`src/rtl/mdio_host_pkg.sv`:
```
package mdio_host_pkg;
  localparam int REG_W    = 32;
  localparam int FRAME_W  = 64;
  localparam int PRE_W    = 32;
  localparam int DATA_W   = 16;
  localparam int CNT_W    = 8;

  localparam int PORT_LSB = 16;
  localparam int DEV_LSB  = 21;
  localparam int OPC_LSB  = 16;
  localparam int DIV_LSB  = 19;
  localparam int BUSY_BIT = 22;

  localparam logic [1:0] SEL_ADDR   = 2'd0;
  localparam logic [1:0] SEL_CMD    = 2'd1;
  localparam logic [1:0] SEL_CLAUSE = 2'd2;

  localparam logic [1:0] OPC_RSV = 2'd0;
  localparam logic [1:0] OPC_WR  = 2'd1;

  localparam logic [3:0] CLAUSE22_CODE = 4'hF;

  // Half of one MDC bit time, in system clocks.
  function automatic logic [CNT_W-1:0] half_period(input logic [2:0] code);
    case (code)
      3'd0: half_period = CNT_W'(4);
      3'd1: half_period = CNT_W'(8);
      3'd2: half_period = CNT_W'(16);
      3'd3: half_period = CNT_W'(32);
      3'd4: half_period = CNT_W'(48);
      3'd5: half_period = CNT_W'(64);
      3'd6: half_period = CNT_W'(96);
      default: half_period = CNT_W'(128);
    endcase
  endfunction

  function automatic logic [FRAME_W-1:0] build_frame(
      input logic [1:0] st, input logic [1:0] op, input logic [4:0] fa,
      input logic [4:0] fb, input logic [1:0] ta, input logic [DATA_W-1:0] dat);
    build_frame = {{PRE_W{1'b1}}, st, op, fa, fb, ta, dat};
  endfunction
endpackage

```
`src/rtl/mdio_clk_div.sv`:
```
module mdio_clk_div #(
  parameter int CNT_W = 8
) (
  input  logic             clk,
  input  logic             rst,
  input  logic             run,
  input  logic [CNT_W-1:0] half,
  output logic             mdc,
  output logic             rise_stb,
  output logic             fall_stb
);
  logic [CNT_W-1:0] cnt;
  logic             wrap;

  assign wrap     = run && (cnt == half - CNT_W'(1));
  assign rise_stb = wrap && !mdc;
  assign fall_stb = wrap && mdc;

  always_ff @(posedge clk) begin
    if (rst || !run) begin
      cnt <= '0;
      mdc <= 1'b0;
    end else if (wrap) begin
      cnt <= '0;
      mdc <= ~mdc;
    end else begin
      cnt <= cnt + CNT_W'(1);
    end
  end
endmodule

```
`src/rtl/mdio_frame_eng.sv`:
```
module mdio_frame_eng #(
  parameter int FRAME_W = 64,
  parameter int DATA_W  = 16
) (
  input  logic               clk,
  input  logic               rst,
  input  logic               start,
  input  logic [FRAME_W-1:0] frame_a,
  input  logic [FRAME_W-1:0] frame_b,
  input  logic               two_frames,
  input  logic               is_read,
  input  logic               rise_stb,
  input  logic               fall_stb,
  input  logic               mdio_in,
  output logic               active,
  output logic               mdio_out,
  output logic               mdio_oe,
  output logic               finish,
  output logic [DATA_W-1:0]  rd_word
);
  localparam int BIT_W = $clog2(FRAME_W);
  localparam logic [BIT_W-1:0] LAST_IDX = BIT_W'(FRAME_W - 1);
  localparam logic [BIT_W-1:0] REL_PRE  = BIT_W'(FRAME_W - DATA_W - 3);

  logic [FRAME_W-1:0] shreg;
  logic [FRAME_W-1:0] next_q;
  logic               two_q;
  logic               rd_q;
  logic               second_q;
  logic [BIT_W-1:0]   bitn;
  logic [DATA_W-1:0]  rd_sh;
  logic               last_frame;

  assign last_frame = second_q || !two_q;
  assign finish     = active && fall_stb && (bitn == LAST_IDX) && last_frame;
  assign mdio_out   = shreg[FRAME_W-1];
  assign rd_word    = rd_sh;

  always_ff @(posedge clk) begin
    if (rst) begin
      active   <= 1'b0;
      shreg    <= '1;
      next_q   <= '1;
      two_q    <= 1'b0;
      rd_q     <= 1'b0;
      second_q <= 1'b0;
      bitn     <= '0;
      rd_sh    <= '0;
      mdio_oe  <= 1'b0;
    end else if (!active) begin
      if (start) begin
        active   <= 1'b1;
        shreg    <= frame_a;
        next_q   <= frame_b;
        two_q    <= two_frames;
        rd_q     <= is_read;
        second_q <= 1'b0;
        bitn     <= '0;
        mdio_oe  <= 1'b1;
      end
    end else begin
      if (rise_stb) begin
        rd_sh <= {rd_sh[DATA_W-2:0], mdio_in};
      end
      if (fall_stb) begin
        if (bitn == LAST_IDX) begin
          if (last_frame) begin
            active  <= 1'b0;
            shreg   <= '1;
            mdio_oe <= 1'b0;
          end else begin
            second_q <= 1'b1;
            bitn     <= '0;
            shreg    <= next_q;
            mdio_oe  <= 1'b1;
          end
        end else begin
          bitn    <= bitn + BIT_W'(1);
          shreg   <= {shreg[FRAME_W-2:0], 1'b1};
          mdio_oe <= !(rd_q && last_frame && (bitn >= REL_PRE));
        end
      end
    end
  end
endmodule

```
`src/rtl/mdio_host_ctl.sv`:
```
module mdio_host_ctl
  import mdio_host_pkg::*;
#(
  parameter int DIV_CNT_W = CNT_W
) (
  input  logic             clk,
  input  logic             rst,
  input  logic             reg_we,
  input  logic [1:0]       reg_sel,
  input  logic [REG_W-1:0] reg_wdata,
  output logic [REG_W-1:0] reg_rdata,
  output logic             mdc,
  output logic             mdio_out,
  output logic             mdio_oe,
  input  logic             mdio_in
);
  localparam int ADDR_W = DEV_LSB + 5;

  logic [ADDR_W-1:0]  addr_q;
  logic [DATA_W-1:0]  dat_q;
  logic [1:0]         opc_q;
  logic [2:0]         div_q;
  logic [3:0]         clause_q;

  logic               busy_w;
  logic               cmd_wr;
  logic               launch;
  logic               finish;
  logic               rise_stb;
  logic               fall_stb;
  logic [DATA_W-1:0]  rd_word;
  logic [1:0]         new_op;
  logic [DATA_W-1:0]  new_dat;
  logic               new_rd;
  logic               use_c22;
  logic [1:0]         ta_bits;
  logic [FRAME_W-1:0] frame_a;
  logic [FRAME_W-1:0] frame_b;
  logic               two_frames;
  logic [4:0]         port_f;
  logic [4:0]         dev_f;
  logic [DATA_W-1:0]  rega_f;
  logic [5:0]         unused_wbits;

  assign unused_wbits = reg_wdata[REG_W-1:ADDR_W];

  assign cmd_wr  = reg_we && (reg_sel == SEL_CMD) && !busy_w;
  assign new_op  = reg_wdata[OPC_LSB +: 2];
  assign new_dat = reg_wdata[DATA_W-1:0];
  assign launch  = cmd_wr && reg_wdata[BUSY_BIT] && (new_op != OPC_RSV);
  assign new_rd  = (new_op != OPC_WR);
  assign use_c22 = (clause_q == CLAUSE22_CODE);
  assign ta_bits = new_rd ? 2'b11 : 2'b10;
  assign port_f  = addr_q[PORT_LSB +: 5];
  assign dev_f   = addr_q[DEV_LSB +: 5];
  assign rega_f  = addr_q[DATA_W-1:0];

  always_comb begin
    if (use_c22) begin
      frame_a    = build_frame(2'b01, new_rd ? 2'b10 : 2'b01, port_f, rega_f[4:0],
                               ta_bits, new_dat);
      frame_b    = frame_a;
      two_frames = 1'b0;
    end else begin
      frame_a    = build_frame(2'b00, 2'b00, port_f, dev_f, 2'b10, rega_f);
      frame_b    = build_frame(2'b00, new_op, port_f, dev_f, ta_bits, new_dat);
      two_frames = 1'b1;
    end
  end

  mdio_clk_div #(.CNT_W(DIV_CNT_W)) u_div (
    .clk      (clk),
    .rst      (rst),
    .run      (busy_w),
    .half     (DIV_CNT_W'(half_period(div_q))),
    .mdc      (mdc),
    .rise_stb (rise_stb),
    .fall_stb (fall_stb)
  );

  mdio_frame_eng #(.FRAME_W(FRAME_W), .DATA_W(DATA_W)) u_eng (
    .clk        (clk),
    .rst        (rst),
    .start      (launch),
    .frame_a    (frame_a),
    .frame_b    (frame_b),
    .two_frames (two_frames),
    .is_read    (new_rd),
    .rise_stb   (rise_stb),
    .fall_stb   (fall_stb),
    .mdio_in    (mdio_in),
    .active     (busy_w),
    .mdio_out   (mdio_out),
    .mdio_oe    (mdio_oe),
    .finish     (finish),
    .rd_word    (rd_word)
  );

  always_ff @(posedge clk) begin
    if (rst) begin
      addr_q   <= '0;
      dat_q    <= '0;
      opc_q    <= OPC_RSV;
      div_q    <= '0;
      clause_q <= CLAUSE22_CODE;
    end else begin
      if (reg_we && (reg_sel == SEL_ADDR)) begin
        addr_q <= reg_wdata[ADDR_W-1:0];
      end
      if (reg_we && (reg_sel == SEL_CLAUSE)) begin
        clause_q <= reg_wdata[3:0];
      end
      if (cmd_wr) begin
        dat_q <= new_dat;
        opc_q <= new_op;
        div_q <= reg_wdata[DIV_LSB +: 3];
      end else if (finish && (opc_q != OPC_WR)) begin
        dat_q <= rd_word;
      end
    end
  end

  always_ff @(posedge clk) begin
    if (rst) begin
      reg_rdata <= '0;
    end else begin
      case (reg_sel)
        SEL_ADDR:   reg_rdata <= REG_W'(addr_q);
        SEL_CMD:    reg_rdata <= REG_W'({busy_w, div_q, 1'b0, opc_q, dat_q});
        SEL_CLAUSE: reg_rdata <= REG_W'(clause_q);
        default:    reg_rdata <= '0;
      endcase
    end
  end
endmodule

```
`config.mk`:
```
export PLATFORM = sky130hd
export DESIGN_NAME = mdio_host_ctl
export DESIGN_NICKNAME = d
export VERILOG_FILES = /design/src/rtl/mdio_host_pkg.sv /design/src/rtl/mdio_clk_div.sv /design/src/rtl/mdio_frame_eng.sv /design/src/rtl/mdio_host_ctl.sv
export SDC_FILE = /design/constraint.sdc
export NUM_CORES = 1
export LEC_CHECK = 0
export BUFFER_PORTS_ARGS = -buffer_cell sky130_fd_sc_hd__buf_4
export CELL_PAD_IN_SITES_DETAIL_PLACEMENT = 1
export CELL_PAD_IN_SITES_GLOBAL_PLACEMENT = 1
export CORE_MARGIN = 8
export CORE_UTILIZATION = 48
export DETAILED_ROUTE_END_ITERATION = 8
export PLACE_DENSITY_LB_ADDON = 0.1
export RECOVER_POWER = 50
export SYNTH_ARGS = -nofsm -noshare
export SYNTH_HDL_FRONTEND = slang
export SYNTH_SLANG_ARGS = --single-unit
export TNS_END_PERCENT = 30
```
`constraint.sdc`:
```
create_clock -name clk -period 6.1 [get_ports clk]
set_input_delay 0.61 -clock clk [delete_from_list [all_inputs] [get_ports clk]]
set_output_delay 0.61 -clock clk [all_outputs]
set_load 0.005 [all_outputs]
```
==> impl_results.md <==
- Status: finished with violations
- Violated checks: capacitance limit, slew limit
- # resized after CTS: 0
- Iteration-0 DRC Markers: between 300 and 400
- Relative slew margins: -0.660
- Total CTS buffers: 22
- Die span in x: 152 µm
- Wire length per cell after detailed routing: 19.1 µm
- Data arrival time of the worst path: 4.91 ns
- Post-route DRC: 0
- Max-Cap Viols: 2
- Number of cell rows: 49
- Type of the worst min-delay path: in -> reg
- DPL Wire Length: 15700 µm
- Sequential Area: 0.00417 mm²
- Number of iterations in the first detailed-routing pass: 4
- # placed instances: 1278
- Final period demand of the worst path: ~4.6 ns
- Initial core utilization: 0.492
- Worst-case clock skew: 0.0146 ns
- Final antenna-violating net count: 0
- Initial antenna violation count: 0
- Die area: 0.0231 mm²
- Hold Fails Final Rpt: 0
- Clock-pin slew on the worst setup and hold paths: 0.06 ns
- Area growth, synth to finish: 12.2%
- Critical path class: in -> reg
- Gate count of the mapped netlist: 1064
- Sum Neg Setup Slack: 0 ns
- Maximum number of pins on one net before global-route repair: 78
- Static leakage: 3.88 nW
- CTS tree: done
- Proportion of synthesized flip-flops having asynchronous set or reset: 0
- Timing-limited maximum frequency: roughly 220 MHz
- Logic pwr share: 0.071
- Root Buffer Master: clkbuf_16
- Core Area: between 0.015 and 0.02 mm²
- Critical path required time: 6.44 ns
- Peak-usage layer in the global routing report: met2
- Number of warnings issued by yosys: 0
- Max FO, Critical Path: slightly above 50
- Smallest hold slack: 0.342 ns
- Source-to-sink clock delay at the later pin of the worst-skew pair: 0.51 ns
- Filler-free cell count of the finished design: 1317
- Share of post-route cells with drive strength above 1: 0.109
- Main synth FF type: dfxtp_1
- Via Count: 7611
- Final weighted congestion of routability-driven global placement: 0.785
- Total internal power: 0.00219 W
- Nature of the critical path startpoint: input pin
- Number of I/O port buffers: 60
- Number of H-tree levels: 1
- Max-slew violation total from the final report: 80
- Area taken by multi-input logic gates: 0.00428 mm²
- Met1 Resource Use GR: 0.257
- Commonest cells after routing, fill and taps aside: 207 x dfxtp_1, 171 x nor2_1, 149 x nand2_1
- Sink Count: 208
- Maximum vdd drop: 244 µV
- Hold-fix buffers, CTS: 0
- Vias in the first global route: 7858
- Via/cell ratio: 5.78
- Setup Viol. Count Final: 0
- EDFF count, synth: 0
- Leading post-synthesis cells by cell area: dfxtp_1 47%, mux2i_1 7.8%, nor2_1 7.2%, nand2_1 6.3%, clkbuf_1 3.0%
- All-Layer GR Usage: 0.211
- Height of the die: about 150 µm
- RSZ-0062 raised after global routing: no
- Post-synthesis sequential area ratio: 0.470
- Grt ovf: 0
- Relative contribution of sequential cells to total power: 0.489
- Proportion of netlist area held by the largest area contributor: 0.470
- Worst-case clock buffer depth: 3
- Clock network fraction of total power: 0.440
- First-pass GRT wire length: 41300 µm
- Fraction of met2 tracks used by global routing: 0.373
- Power density over the cells: roughly 290 mW/mm²
- Total wire length: 25100 µm
- Most common library cell in the layout ignoring fill and taps: dfxtp_1
- Transition at the pin with the smallest max-transition slack: 2.49 ns
- Library cell with the largest summed area after synthesis: dfxtp_1
- Psw: 0.000691 W
- Ports placed on the boundary: 73
- Distinct cells, synth: 59
- Final net count: 1116
- Avg Cell Area, Syn: 8.33 µm²
- Total of fill cells in the finished design: 2186
- Netlist Area Pre-Place: 0.00887 mm²
- Final critical-path share of the clock period: 0.748
- Sw Ratio: 0.240
- Category of the worst setup path capture point: flip-flop
- Met3 track demand over resource in global routing: 0.0358
- Flip-flop and latch count after synthesis: 208
- Setup repair bufs after CTS: 0
## logic make-up (layout without fill, tap and decap cells)
kind of cell,count (synthesis),count (layout),share of synthesized area
multiplexers,85,85,0.0982
AND/OR/NAND/NOR,450,450,0.220
adder cells (fa/ha/maj),5,5,0.00706
buffers and inverters,103,121,0.0497
other,1,7,0.000423
AO/OA/AOI/OAI,202,202,0.146
XOR/XNOR,10,10,0.00988
flip-flops,208,208,0.470
## power by group through the flow
stage | sequential (W) | clock [W] | combinational (W)
final | 0.00141 | 0.00127 | 0.000206
after global routing | 0.00141 | 0.00135 | 0.000227
after CTS | 0.00141 | 0.00130 | 0.000210
after detailed placement | 0.00144 | 0 | 0.000208
after global placement | 0.00144 | 0 | 0.000205
after floorplan | 0.00143 | 0 | 0.000144
## metal layers
metal,share of wire,vias up
met1,0.45,3774
met3,0.037,38
li1,-,3669
met5,0,-
met2,0.50,130
met4,0.022,0
## registers in the layout, summed over array words and instances (netlist names), 2 cells and up
name	flops
u_eng.shreg	64
u_eng.next_q	31
clause_q	4
div_q	3
addr_q	26
u_eng.rd_word	16
u_eng.bitn	6
opc_q	2
reg_rdata	26
dat_q	16
u_div.cnt	8
## worst paths after layout
kind,from,endpoint,slack [ns],cells after the start
worst min register to register,u_eng.next_q[31],u_eng.next_q[31],0.44,2
worst max-delay path,reg_sel[0],u_eng.shreg[46],1.54,9
worst max register to register,div_q[2],u_eng.rd_word[2],2.16,9
worst min-delay path,mdio_in,u_eng.rd_word[0],0.34,3
## Yosys cell counts, types with 2 or more instances
| master | count |
|---|---|
| nor3_1 | 49 |
| buf_1 | 6 |
| and3_1 | 5 |
| nor4_1 | 2 |
| dfxtp_1 | 208 |
| clkbuf_1 | 70 |
| xor2_1 | 6 |
| buf_4 | 12 |
| o31ai_1 | 4 |
| and2_1 | 4 |
| nand4_1 | 3 |
| xnor2_1 | 4 |
| nor3b_1 | 2 |
| nor2_1 | 171 |
| o21ai_0 | 50 |
| ha_1 | 5 |
| o21ai_1 | 20 |
| mux2_2 | 16 |
| o211ai_1 | 17 |
| o21a_1 | 2 |
| or3_1 | 10 |
| nand2_1 | 148 |
| a221oi_1 | 15 |
| nand2b_1 | 3 |
| a211oi_1 | 3 |
| a21oi_1 | 43 |
| nand3b_1 | 3 |
| o31a_1 | 5 |
| o2111ai_1 | 6 |
| inv_1 | 8 |
| a31oi_1 | 23 |
| mux2i_1 | 69 |
| buf_2 | 7 |
| nor2b_1 | 4 |
| nand3_1 | 37 |
## metrics by stage
stage / util / instance area, µm² / setup slack, ns / total power, W
6_report: 0.552 / 9950 / 1.54 / 0.00288
5_1_grt: 0.552 / 9950 / 1.16 / 0.00299
4_1_cts: 0.556 / 10000 / 2.57 / 0.00291
3_5_place_dp: 0.519 / 9350 / 2.03 / 0.00165
3_3_place_gp: 0.519 / 9350 / 2.10 / 0.00164
2_1_floorplan: - / 8880 / 3.41 / 0.00157
## layout make-up
class,count,area share
Multi-Input combinational cell,758,0.430
Sequential cell,208,0.419
Clock buffer,33,0.0645
Inverter,8,0.00302
Clock inverter,5,0.00365
Antenna cell,1,0.000251
Tap cell,229,0.0288
Timing Repair Buffer,75,0.0513
## worst max-delay path, stage by stage
cell,delay [ns]
clkbuf_1,1.30
nor2b_1,0.45
and3b_1,0.94
clkbuf_1,0.52
o211a_1,0.30
a31oi_4,0.04
buf_4,0.32
nor3_1,0.26
o21ai_0,0.11
Note: power is estimated with default switching activity, not from simulation.
